===== src/rtl/lbirq_pkg.sv =====
package lbirq_pkg;
  localparam int unsigned DEC_W = 12;
  localparam logic [DEC_W-1:0] OFS_CODE = 12'h000;
  localparam logic [DEC_W-1:0] OFS_MASK = 12'h002;

  typedef enum logic [1:0] {
    SEL_NONE = 2'd0,
    SEL_CODE = 2'd1,
    SEL_MASK = 2'd2
  } reg_sel_e;
endpackage


===== src/rtl/lbirq_sync.sv =====
module lbirq_sync #(
  parameter int unsigned N = 16
) (
  input  logic         clk,
  input  logic         rst_n,
  input  logic [N-1:0] line_i,
  output logic [N-1:0] level_o
);

  for (genvar g = 0; g < N; g++) begin : g_bit
    logic s1_q;
    logic s2_q;
    always_ff @(posedge clk or negedge rst_n) begin
      if (!rst_n) begin
        s1_q <= 1'b0;
        s2_q <= 1'b0;
      end else begin
        s1_q <= line_i[g];
        s2_q <= s1_q;
      end
    end
    assign level_o[g] = s2_q;
  end

  // cycles since reset, for the latency check only
  logic [1:0] warm_q;
  always_ff @(posedge clk or negedge rst_n) begin
    if (!rst_n)                warm_q <= 2'd0;
    else if (warm_q != 2'd2)   warm_q <= warm_q + 2'd1;
  end

  // status equals the line level two edges earlier
  a_r1_two_stage: assert property (@(posedge clk) disable iff (!rst_n)
    (warm_q == 2'd2) |-> (level_o == $past(line_i, 2)));

endmodule


===== src/rtl/lbirq_prio.sv =====
module lbirq_prio #(
  parameter int unsigned N     = 16,
  parameter int unsigned VEC_W = 16
) (
  input  logic             clk,
  input  logic             rst_n,
  input  logic [N-1:0]     pend_i,
  output logic [VEC_W-1:0] code_o
);
  localparam int unsigned IDX_W = $clog2(N);

  // lowest index wins: scan downward so the last hit is the lowest line
  always_comb begin
    code_o = '0;
    for (int i = N - 1; i >= 0; i--) begin
      if (pend_i[i]) code_o = VEC_W'((i + 1) << 2);
    end
  end

  logic [VEC_W-3:0] code_num;
  logic [IDX_W-1:0] hit_idx;
  logic [N-1:0]     below_mask;
  assign code_num   = code_o[VEC_W-1:2];
  assign hit_idx    = IDX_W'(code_num - (VEC_W-2)'(1));
  assign below_mask = (N'(1) << hit_idx) - N'(1);

  // zero code exactly when nothing enabled is pending
  a_r3_zero_iff_idle: assert property (@(posedge clk) disable iff (!rst_n)
    (code_o == '0) == (pend_i == '0));
  // reported line is pending
  a_r3_hit_pending: assert property (@(posedge clk) disable iff (!rst_n)
    (code_o != '0) |-> pend_i[hit_idx]);
  // no lower-numbered line is pending
  a_r3_lowest_wins: assert property (@(posedge clk) disable iff (!rst_n)
    (code_o != '0) |-> ((pend_i & below_mask) == '0));

endmodule


===== src/rtl/lbirq_regs.sv =====
module lbirq_regs
  import lbirq_pkg::*;
#(
  parameter int unsigned ADDR_W   = 16,
  parameter int unsigned DATA_W   = 16,
  parameter int unsigned N        = 16,
  parameter logic [N-1:0] RST_MASK = N'(16'h0010)
) (
  input  logic              clk,
  input  logic              rst_n,
  input  logic [ADDR_W-1:0] addr_i,
  input  logic              wr_i,
  input  logic              rd_i,
  input  logic [DATA_W-1:0] wdata_i,
  input  logic [DATA_W-1:0] code_i,
  output logic [N-1:0]      mask_o,
  output logic [DATA_W-1:0] rdata_o
);
  localparam logic [ADDR_W-1:0] KEEP = ADDR_W'((1 << DEC_W) - 1);

  logic [ADDR_W-1:0] off_c;
  reg_sel_e          sel_c;
  logic [N-1:0]      mask_q, mask_d;
  logic              mask_en;
  logic [DATA_W-1:0] rdata_q, rdata_d, rsel_c;

  assign off_c = addr_i & KEEP;

  always_comb begin
    if (off_c == ADDR_W'(OFS_CODE))      sel_c = SEL_CODE;
    else if (off_c == ADDR_W'(OFS_MASK)) sel_c = SEL_MASK;
    else                                 sel_c = SEL_NONE;
  end

  // next state
  always_comb begin
    mask_en = wr_i && (sel_c == SEL_MASK);
    mask_d  = mask_q;
    if (mask_en) mask_d = wdata_i[N-1:0];
    case (sel_c)
      SEL_CODE: rsel_c = code_i;
      SEL_MASK: rsel_c = DATA_W'(mask_q);
      default:  rsel_c = '0;
    endcase
    rdata_d = rd_i ? rsel_c : rdata_q;
  end

  // registers
  always_ff @(posedge clk or negedge rst_n) begin
    if (!rst_n) begin
      mask_q  <= RST_MASK;
      rdata_q <= '0;
    end else begin
      mask_q  <= mask_d;
      rdata_q <= rdata_d;
    end
  end

  assign mask_o  = mask_q;
  assign rdata_o = rdata_q;

  // a mask write loads the whole word
  a_r5_mask_load: assert property (@(posedge clk) disable iff (!rst_n)
    (wr_i && ((addr_i & KEEP) == ADDR_W'(OFS_MASK))) |=> (mask_o == $past(wdata_i[N-1:0])));
  // other writes leave the mask alone
  a_r7_stray_write: assert property (@(posedge clk) disable iff (!rst_n)
    !(wr_i && ((addr_i & KEEP) == ADDR_W'(OFS_MASK))) |=> $stable(mask_o));
  // read data holds between reads
  a_r4_rdata_hold: assert property (@(posedge clk) disable iff (!rst_n)
    !rd_i |=> $stable(rdata_o));

endmodule


===== src/rtl/lbus_irq_ctrl.sv =====
module lbus_irq_ctrl
  import lbirq_pkg::*;
#(
  parameter int unsigned N_SRC  = 16,
  parameter int unsigned ADDR_W = 16,
  parameter int unsigned DATA_W = 16,
  parameter logic [N_SRC-1:0] RST_MASK = N_SRC'(16'h0010)
) (
  input  logic              clk,
  input  logic              rst_n,
  input  logic [N_SRC-1:0]  irq_line_i,
  input  logic [ADDR_W-1:0] bus_addr_i,
  input  logic              bus_wr_i,
  input  logic              bus_rd_i,
  input  logic [DATA_W-1:0] bus_wdata_i,
  output logic [DATA_W-1:0] bus_rdata_o,
  output logic              irq_o
);
  localparam logic [ADDR_W-1:0] KEEP = ADDR_W'((1 << DEC_W) - 1);

  logic [N_SRC-1:0]  status;
  logic [N_SRC-1:0]  mask;
  logic [N_SRC-1:0]  pend;
  logic [DATA_W-1:0] code;

  lbirq_sync #(.N(N_SRC)) u_sync (
    .clk     (clk),
    .rst_n   (rst_n),
    .line_i  (irq_line_i),
    .level_o (status)
  );

  assign pend  = status & mask;
  assign irq_o = |pend;

  lbirq_prio #(.N(N_SRC), .VEC_W(DATA_W)) u_prio (
    .clk    (clk),
    .rst_n  (rst_n),
    .pend_i (pend),
    .code_o (code)
  );

  lbirq_regs #(
    .ADDR_W   (ADDR_W),
    .DATA_W   (DATA_W),
    .N        (N_SRC),
    .RST_MASK (RST_MASK)
  ) u_regs (
    .clk     (clk),
    .rst_n   (rst_n),
    .addr_i  (bus_addr_i),
    .wr_i    (bus_wr_i),
    .rd_i    (bus_rd_i),
    .wdata_i (bus_wdata_i),
    .code_i  (code),
    .mask_o  (mask),
    .rdata_o (bus_rdata_o)
  );

  // a code read is non-zero exactly when the request was raised
  a_r2_code_matches_irq: assert property (@(posedge clk) disable iff (!rst_n)
    (bus_rd_i && ((bus_addr_i & KEEP) == ADDR_W'(OFS_CODE)))
      |=> ((bus_rdata_o != '0) == $past(irq_o)));

endmodule


===== config.mk =====
export PLATFORM = sky130hd
export DESIGN_NAME = lbus_irq_ctrl
export DESIGN_NICKNAME = d
export VERILOG_FILES = /design/src/rtl/lbirq_pkg.sv /design/src/rtl/lbirq_sync.sv /design/src/rtl/lbirq_prio.sv /design/src/rtl/lbirq_regs.sv /design/src/rtl/lbus_irq_ctrl.sv
export SDC_FILE = /design/constraint.sdc
export NUM_CORES = 1
export LEC_CHECK = 0
export BUFFER_PORTS_ARGS = -buffer_cell sky130_fd_sc_hd__buf_2
export CAP_MARGIN = 20
export CORE_ASPECT_RATIO = 0.5
export CORE_MARGIN = 2
export CORE_UTILIZATION = 45
export CTS_CLUSTER_DIAMETER = 200
export DETAILED_ROUTE_END_ITERATION = 10
export GPL_TIMING_DRIVEN = 0
export PLACE_DENSITY = 0.74
export REMOVE_ABC_BUFFERS = 1
export SYNTH_ARGS = -nofsm -noshare
export SYNTH_HDL_FRONTEND = slang
export SYNTH_SLANG_ARGS = --single-unit

===== constraint.sdc =====
create_clock -name clk -period 1.95 [get_ports clk]
set_input_delay 0.0975 -clock clk [delete_from_list [all_inputs] [get_ports clk]]
set_output_delay 0.0975 -clock clk [all_outputs]
set_load 0.05 [all_outputs]

==> results.yml <==
logic_synthesis:
  synth_top_cell_by_area: "dfrtp_1"
  ys_top_cells_by_area: "dfrtp_1 68%, mux2_2 6.8%, a22o_1 5.6%"
  synth_top_family_by_area: "compound AO/OA/AOI/OAI gates"
  synth_area_per_cell_sq_um: 14.2
  synth.area.mux_share: 0.0775
  synth.top_cell.area_share: 0.678
  synthXorXnorAreaFrac: 0
  ys_seq_area_frac: 0.689
  synth_compound_area_frac: 0.122
  netlist_area_sq_um: 2330
  netlist_instances: 164
  yosys.area_share.simple: 0.101
  yosysWarnings: 0
  synth_seq_cells: 64
  synth_cell_types: 29
  yosys.area_share.adder: 0
outcome:
  violations: "setup timing"
  status: "finished, violations left"
detailed_routing:
  drt-total-wl_um: 5250
  wire_per_inst_um: 15.2
  drtPass1Iterations: 4
  vias: 1727
  viasPerCell: 4.99
  drc_errors: 0
  drt-initial-drc-count: 135
  postRouteAntennaNets: 0
floorplan:
  ioPinCount: 69
  die_w_um: 106
  die_y_um: 54.8
  rows: 18
  core-area_sq_um: 4950
  initial_core_util: 0.469
  die_area_sq_um: 5790
min_path:
  hold_class: "in2reg"
  hp-start: "bus_wdata_i[14]"
global_routing:
  antenna_found_initial: 0
  grt_pass1_vias: 1663
  grt.overflow.total: 0
  grtUsageTotal: 0.188
  grt_pass1_wl_um: 8010
  grt_start_max_net_pins: 41
clock_network:
  cts_sinks: 64
  clkTransAtPathRegs_ps: 70
  cts_root_buffer: "clkbuf_8"
  clock_path_buffers: 2
  cts_tree: "yes"
  clkLatencyLatePin_ps: 320
  htreeDepth: 3
  cts-buffers-inserted: 9
place:
  routabilityCongestion: 0.791
  port_buffers: 64
  pre_cts_ws_ps: -163
  dp.final_hpwl_um: 3420
pwr:
  max-vdd-ir-drop_v: 0.000458
  power_density_nw_per_um2: 785
  p_leak_uw: 0.00163
worst_setup_path:
  r2r_start: "u_sync.g_bit[8].s2_q$_DFF_PN0_"
  worstSetupStartpointType: "register"
  cp-end-kind: "register"
  crit_arrival_ps: 2270
  crit_start: "u_sync.g_bit[8].s2_q$_DFF_PN0_"
  required_ps: 2200
  worstPathMaxFanout: 3
  crit_type: "reg2reg"
sta:
  rsz0062_at_grt: "true"
  period_needed_ps: 2020
  setup_viol: 2
  skew_ps: 8.54
  slew_violations: 0
  tightest_slew_ps: 767
  layout_worst_path_cycle_share: 1.04
  hold_viol_final: 0
  max_freq_ghz: 0.495
  setup_ws_ps: -70.8
  slew_headroom: 0.487
cells_and_area:
  syn2layout_area_growth_pct: 41.6
  layout.nets: 323
  diodes: 0
  finish.utilization: 0.665
  drive_above_1_share: 0.417
run:
  drv_cap: 0
-- area by class of cell --
cell class | count | area, sq um
multi-input cells | 94 | 741
flip-flops and latches | 64 | 1600
fillers | 368 | 1660
clock inverters | 2 | 12.5
well taps | 70 | 87.6
repair buffers | 100 | 669
inverters | 2 | 7.51
clock buffers | 14 | 173
-- cells in the final DEF (no fill, tap or decap), drive strengths merged, types with 2 or more instances in the layout --
| master | Yosys | final |
|---|---|---|
| inv | 2 | 2 |
| o2111ai | 2 | 2 |
| mux2 | 16 | 16 |
| or4b | 3 | 3 |
| clkbuf | 3 | 14 |
| o211ai | 2 | 2 |
| nor2 | 4 | 4 |
| a211oi | 2 | 2 |
| nand2 | 18 | 18 |
| dlygate4sd3 | 0 | 24 |
| or4 | 3 | 3 |
| a22oi | 5 | 5 |
| a22o | 15 | 15 |
| nor3 | 3 | 3 |
| o21ai | 2 | 2 |
| buf | 1 | 76 |
| dfrtp | 63 | 63 |
| nand3 | 3 | 3 |
| nor2b | 2 | 2 |
| a31oi | 7 | 7 |
-- worst paths after layout --
kind                       slack [ps]  depth (start not counted)                               to
max                               -70                          4    u_regs.rdata_o[6]$_DFFE_PN0P_
min                                 6                          2    u_regs.mask_o[14]$_DFFE_PN0P_
max reg2reg                       -70                          4    u_regs.rdata_o[6]$_DFFE_PN0P_
min reg2reg                       350                          0  u_sync.g_bit[15].s2_q$_DFF_PN0_
max in group asynchronous        1000                          3     u_regs.mask_o[4]$_DFFE_PN1P_
min in group asynchronous         300                          2  u_sync.g_bit[14].s1_q$_DFF_PN0_
-- synth_stat cells --
cell type and n:
dfrtp_1 63, nand2_1 18, a22o_1 15, mux2_2 14
a31oi_1 7, a22oi_1 5, nor2_1 4, clkbuf_1 3
nand3_1 3, nor3_1 3, or4b_1 3, a211oi_1 2
inv_1 2, mux2_1 2, nor2b_1 2, o2111ai_1 2
o211ai_1 2, o21ai_0 2, or4_4 2, a21oi_1 1
a32oi_1 1, and2_1 1, buf_2 1, dfstp_2 1
nand3b_1 1, nand4_1 1, nor4_1 1, nor4b_4 1
or4_1 1
-- critical path: stages (launching register included) --
cell	delay, ps
dfrtp_1	380
a22o_1	260
or4b_4	560
or4b_4	570
a31oi_4	180
-- cell families (layout without fill, tap and decap cells) --
group / after synthesis / count (layout)
flip-flops: 64 / 64
AND/OR/NAND/NOR: 41 / 41
AO/OA/AOI/OAI: 37 / 37
multiplexers: 16 / 16
buffers and inverters: 6 / 118
-- metal layers --
layer,up-vias,track usage,part of all wire
met1,838,0.228,0.44
met2,50,0.333,0.49
met5,-,0,0
li1,829,-,-
met3,10,0.0512,0.053
met4,0,0.0789,0.017
-- through the flow --
step	cells	hold slack, ps	total power (uW)	cell area (sq um)	setup TNS [ps]
finish	346	6.40	2590	3290	-104
global route	346	8.34	2680	3290	-176
CTS	342	1.46	2600	3230	-68.7
detailed placement	296	113	1540	2750	-2250
global placement	294	206	1520	2720	-7230
floorplan	160	-198	1440	2310	0
-- repair_timing --
action / in CTS / in global routing
gates resized for setup: 4 / 5
pin swaps: 6 / 2
hold endpoints to repair: 46 / 1
setup endpoints to repair: 2 / 2
gates cloned: 0 / 0
hold buffers: 23 / 1
setup buffers: 7 / 3
-- state kept, by name (all words and copies together) (netlist names) --
register           cells
u_regs.mask_o         16
u_regs.rdata_o        16
u_sync.g_bit.s1_q     16
u_sync.g_bit.s2_q     16
-- power by group --
part / switching [uW] / internal (uW)
sequential: 18.2 / 1370
combinational: 84.7 / 86.8
clock: 463 / 565
Note: power is estimated with default switching activity, not from simulation.
